**src/rtl/pcm_sync_supervisor.sv**
```systemverilog
module pcm_sync_supervisor #(
  parameter int DW = 8,
  parameter int AW = 3,
  parameter int GOOD_NEEDED = 2
) (
  input  logic          clk,
  input  logic          rst_n,
  input  logic          dclk_i,
  input  logic          fsync_i,
  input  logic          wr_en_i,
  input  logic          rd_en_i,
  input  logic [AW-1:0] addr_i,
  input  logic [DW-1:0] wdata_i,
  output logic [DW-1:0] rdata_o,
  output logic          irq_o
);
  localparam logic [AW-1:0] A_ISR  = AW'(0);
  localparam logic [AW-1:0] A_STAT = AW'(1);
  localparam logic [AW-1:0] A_MASK = AW'(2);
  localparam logic [AW-1:0] A_MODE = AW'(3);
  localparam logic [AW-1:0] A_BNUM = AW'(4);
  localparam int GW = $clog2(GOOD_NEEDED + 1);
  localparam int EVT_BIT = 3;
  localparam int SYNC_BIT = 5;

  logic [1:0] dclk_s, fsync_s;
  logic       dclk_d;
  logic [DW-1:0] mask_q, mode_q, bnum_q, cnt_q;
  logic [GW-1:0] good_q, good_nxt;
  logic armed_q, armed_nxt, sync_q, sync_nxt, evt_q;
  logic rise, at_len, enabled, ev, isr_rd;

  always_ff @(posedge clk or negedge rst_n)
    if (!rst_n) begin
      dclk_s  <= '0;
      fsync_s <= '0;
      dclk_d  <= 1'b0;
    end else begin
      dclk_s  <= {dclk_s[0], dclk_i};
      fsync_s <= {fsync_s[0], fsync_i};
      dclk_d  <= dclk_s[1];
    end

  assign rise    = dclk_s[1] & ~dclk_d;
  assign at_len  = (cnt_q == bnum_q);
  assign enabled = mode_q[0];

  always_comb begin
    sync_nxt  = sync_q;
    good_nxt  = good_q;
    armed_nxt = armed_q;
    if (!enabled) begin
      sync_nxt  = 1'b0;
      good_nxt  = '0;
      armed_nxt = 1'b0;
    end else if (rise) begin
      if (fsync_s[1]) begin
        armed_nxt = 1'b1;
        if (armed_q && at_len) begin
          if (good_q < GW'(GOOD_NEEDED)) good_nxt = good_q + 1'b1;
          if (good_q >= GW'(GOOD_NEEDED - 1)) sync_nxt = 1'b1;
        end else if (armed_q) begin
          good_nxt = '0;
          sync_nxt = 1'b0;
        end
      end else if (armed_q && at_len) begin
        good_nxt  = '0;
        sync_nxt  = 1'b0;
        armed_nxt = 1'b0;
      end
    end
  end

  assign ev     = sync_nxt != sync_q;
  assign isr_rd = rd_en_i && addr_i == A_ISR;

  always_ff @(posedge clk or negedge rst_n)
    if (!rst_n) begin
      cnt_q   <= '0;
      good_q  <= '0;
      armed_q <= 1'b0;
      sync_q  <= 1'b0;
      evt_q   <= 1'b0;
    end else begin
      good_q  <= good_nxt;
      armed_q <= armed_nxt;
      sync_q  <= sync_nxt;
      if (rise) begin
        if (fsync_s[1])          cnt_q <= '0;
        else if (cnt_q != '1)    cnt_q <= cnt_q + 1'b1;
      end
      if (ev)          evt_q <= 1'b1;
      else if (isr_rd) evt_q <= 1'b0;
    end

  always_ff @(posedge clk or negedge rst_n)
    if (!rst_n) begin
      mask_q <= '0;
      mode_q <= '0;
      bnum_q <= '0;
    end else if (wr_en_i) begin
      case (addr_i)
        A_MASK:  mask_q <= wdata_i;
        A_MODE:  mode_q <= wdata_i;
        A_BNUM:  bnum_q <= wdata_i;
        default: ;
      endcase
    end

  logic [DW-1:0] isr_v, stat_v;
  always_comb begin
    isr_v = '0;
    isr_v[EVT_BIT] = evt_q;
    stat_v = '0;
    stat_v[0] = 1'b1;
    stat_v[2] = 1'b1;
    stat_v[SYNC_BIT] = sync_q;
  end

  always_ff @(posedge clk or negedge rst_n)
    if (!rst_n) rdata_o <= '0;
    else if (rd_en_i)
      case (addr_i)
        A_ISR:   rdata_o <= isr_v;
        A_STAT:  rdata_o <= stat_v;
        A_MASK:  rdata_o <= mask_q;
        A_MODE:  rdata_o <= mode_q;
        A_BNUM:  rdata_o <= bnum_q;
        default: rdata_o <= '0;
      endcase

  assign irq_o = |(isr_v & ~mask_q);

  assert_off_no_sync_R3: assert property (@(posedge clk) disable iff (!rst_n)
    !mode_q[0] |=> !sync_q);
  assert_change_sets_evt_R4: assert property (@(posedge clk) disable iff (!rst_n)
    ev |=> evt_q);
  assert_event_beats_read_R5: assert property (@(posedge clk) disable iff (!rst_n)
    (ev && isr_rd) |=> evt_q);
  assert_read_clears_R5: assert property (@(posedge clk) disable iff (!rst_n)
    (isr_rd && !ev) |=> !evt_q);
  assert_status_read_harmless_R6: assert property (@(posedge clk) disable iff (!rst_n)
    (rd_en_i && addr_i == A_STAT && evt_q) |=> evt_q);
  assert_mask_blocks_pin_R7: assert property (@(posedge clk) disable iff (!rst_n)
    mask_q[EVT_BIT] |-> !irq_o);
endmodule

```
**config.mk**
```make
export PLATFORM = sky130hd
export DESIGN_NAME = pcm_sync_supervisor
export DESIGN_NICKNAME = d
export VERILOG_FILES = /design/src/rtl/pcm_sync_supervisor.sv
export SDC_FILE = /design/constraint.sdc
export NUM_CORES = 1
export LEC_CHECK = 0
export CAP_MARGIN = 0
export CORE_MARGIN = 5
export CORE_UTILIZATION = 45
export DETAILED_ROUTE_END_ITERATION = 6
export GPL_ROUTABILITY_DRIVEN = 0
export GPL_TIMING_DRIVEN = 0
export PLACE_DENSITY = 0.73
export SLEW_MARGIN = 20
export SYNTH_ARGS = -nofsm -noshare
export SYNTH_HDL_FRONTEND = slang
export SYNTH_SLANG_ARGS = --single-unit
export TNS_END_PERCENT = 20
```
**constraint.sdc**
```tcl
create_clock -name clk -period 5.45 [get_ports clk]
set_clock_uncertainty 0.2 [all_clocks]
set_input_delay 1.09 -clock clk [delete_from_list [all_inputs] [get_ports clk]]
set_output_delay 1.09 -clock clk [all_outputs]
set_load 0.01 [all_outputs]
```
==> impl_metrics.json <==
{
  "synthArstFlopShare_pct": 100.0,
  "critPathBufInv": 1,
  "hp-class": "flip-flop to flip-flop",
  "synth_most_common_cell": "dfrtp_1",
  "synthesis.nets": 241,
  "critPathRequiredTime_ps": 5440,
  "gr-usage-all-layers_pct": 14.68,
  "yosysUniqueCellTypes": 43,
  "tightest_slew_ps": 717.1,
  "vdd_drop_max_mv": 0.1051,
  "dr_total_vias": 1726,
  "rows": 26,
  "drive_gt1_share_pct": 19.69,
  "drc": 0,
  "yosysWarnings": 0,
  "cts_hold_buf": 0,
  "antenna_found_initial": 0,
  "first_pass_iters": 4,
  "fillers": 447,
  "grt_first_pass_wirelength_mm": 8.328,
  "diodes": 0,
  "fin_crit_sh_pct": 52.29,
  "synthTopCellsByArea": "dfrtp_1, mux2_2, xnor2_1, a21oi_1, inv_1",
  "final-seq-area_um2": 1251,
  "syn-cell-area_um2": 2441,
  "fin_crit_ps": 2850,
  "yosysTopAreaCell": "dfrtp_1",
  "multi_input_area_um2": 1085,
  "setup_viol": 0,
  "yosysSeqAreaShare_pct": 51.26,
  "core_um2": 5172,
  "clkLatencyLatePin_ps": 300,
  "cts_tree": "built",
  "clockBufferDepth": 2,
  "hold_viol": 0,
  "synth_mux_area_share_pct": 14.10,
  "max_cap_viol_count": 0,
  "ys.flop_type": "dfrtp_1",
  "startpoint_type": "input port",
  "synth_cells": 222,
  "ys_seq_elements": 50,
  "dp_hpwl_mm": 3.601,
  "cts_setup_buffers": 0,
  "die_y_um": 83.65,
  "synth_top_family_by_area": "multiplexers",
  "crit_chain": "clkdlybuf4s50_1, nand2b_2, nor3b_2, mux2_2",
  "drt-wirelength-per-cell_um": 14.81,
  "root_buffer": "clkbuf_8",
  "slowest_delay_ps": 630,
  "die_w_um": 83.65,
  "rsz0062_at_grt": "false",
  "cp_max_fo": 8,
  "drv_slew": 0,
  "crit_path_top_delay_cell": "nor3b_2",
  "ios": 26,
  "cp.arrival_ps": 2840,
  "synthTopCellsByCount": "dfrtp_1, mux2_2, inv_1",
  "slew_headroom_pct": 51.98,
  "drtIter0Drc": 97,
  "syn_area_per_cell_um2": 11.00,
  "tns_ps": 0,
  "status": "finished, final reports clean",
  "grt_overflow": 0,
  "synth_compound_area_share_pct": 12.61,
  "grt_pass1_vias": 1768,
  "io_buffer_count": 23,
  "path_clk_slew_ps": 90,
  "area_growth_pct": 17.99,
  "wl_mm": 4.800,
  "start_util_pct": 47.19,
  "final_util_pct": 55.68,
  "synth_top_area_share_pct": 51.26,
  "worstSetupEndpointType": "flip-flop",
  "die-area_um2": 6997,
  "htree_levels": 2,
  "synth_edf_count": 0,
  "ant_nets": 0,
  "crit_type": "input port to flip-flop",
  "synth_xor_area_share_pct": 3.588,
  "cts_buffers": 5,
  "synthSimpleGateAreaFrac_pct": 13.12,
  "yosys.area_share.adder_pct": 1.025,
  "fmax_mhz": 350.9,
  "cts.sinks": 50,
  "grt_max_degree": 27,
  "nets": 272,
  "powerDensity_nw_per_um2": 318.0,
  "crit_family": "simple AND/OR/NAND/NOR gates",
  "drt-vias-per-instance": 5.327,
  "post_cts_resized": 0,
  "power_leakage_nw": 1.157
}
worst paths after layout:
| check | slack [ps] | from | cells past startpoint | endpoint |
|---|---|---|---|---|
| worst max-delay path | 2600 | addr_i[2] | 4 | mask_q[6] |
| worst min-delay path | 160 | fsync_s[0] | 0 | fsync_s[1] |
| worst max register to register | 3360 | cnt_q[0] | 6 | cnt_q[7] |
| worst min register to register | 160 | fsync_s[0] | 0 | fsync_s[1] |
| max in group asynchronous | 3930 | rst_n | 2 | rdata_o[1] |
| min in group asynchronous | 580 | rst_n | 1 | dclk_s[0] |
registers in the layout, summed over array words and instances (netlist names):
name,flops
bnum_q,8
mask_q,8
evt_q,1
good_q,2
rdata_o,8
sync_q,1
dclk_s,2
mode_q,8
armed_q,1
fsync_s,2
cnt_q,8
dclk_d,1
where the power goes:
group | switching [W] | total (W) | internal [W]
clock network | 0.000117 | 0.000254 | 0.000137
registers | 0.0000446 | 0.000474 | 0.000429
logic | 0.0000835 | 0.000188 | 0.000104
total | 0.000245 | 0.000916 | 0.000671
logic make-up after synthesis:
family                     after synthesis
AOI/OAI and AO/OA                       46
xor gates and xnor gates                10
adders and majority gates                2
buffers and inverters                   25
DFF                                     50
muxes                                   31
and+or+nand+nor                         58
final cells by class:
cell class                 instances  share of cell area (%)
timing repair buffer              24                   8.514
clock buffer                       7                   2.650
buffer                            10                   1.694
clock inverter                     1                   1.043
multi-input combinational        147                   37.66
sequential                        50                   43.44
inverter                          15                   1.955
tap                               70                   3.041
layout by cell type, fill, tap and decap left out, types with 2 or more instances in the layout:
| master | instances |
|---|---|
| mux2i_1 | 4 |
| clkbuf_1 | 7 |
| xnor2_1 | 10 |
| a21oi_1 | 13 |
| or3_2 | 2 |
| nand4_1 | 3 |
| nor2b_1 | 3 |
| clkbuf_8 | 5 |
| dfrtp_1 | 50 |
| nor3_1 | 3 |
| o211ai_1 | 2 |
| inv_1 | 15 |
| o22a_1 | 2 |
| nand2_1 | 12 |
| o21ai_0 | 10 |
| a31oi_1 | 3 |
| clkdlybuf4s50_1 | 22 |
| buf_2 | 4 |
| buf_4 | 2 |
| ha_1 | 2 |
| nor4_1 | 2 |
| a22oi_1 | 3 |
| nand3_1 | 7 |
| nor2_1 | 13 |
| nand2b_1 | 2 |
| mux2_2 | 27 |
| o22ai_1 | 6 |
metrics by stage:
stage	std cells	worst slack (ps)	hold WS, ps	total power (W)	instance area [µm²]
6_report	324	2600	156.4	0.0009160	2880
4_1_cts	324	2579	156.0	0.0009249	2880
2_1_floorplan	222	3000	131.2	0.0005968	2441
3_3_place_gp	315	1657	133.1	0.0006622	2759
5_1_grt	324	2493	158.1	0.0009624	2880
3_5_place_dp	316	2256	135.8	0.0006706	2774
worst reg2reg max path: stages (launching register included):
cell	delay, ps
dfrtp_1	440
ha_1	260
nand3_4	130
o41ai_4	610
nor4_1	130
xnor2_1	160
nor2_1	50
metal layers:
metal	share of wire [%]	GRT usage, %	vias up
met2	48	24.01	31
met1	46	19.04	834
met4	1.9	5.409	0
met5	0	0	-
met3	4.0	3.258	9
li1	-	-	852
No activity file was read; power rests on OpenSTA's default activity.
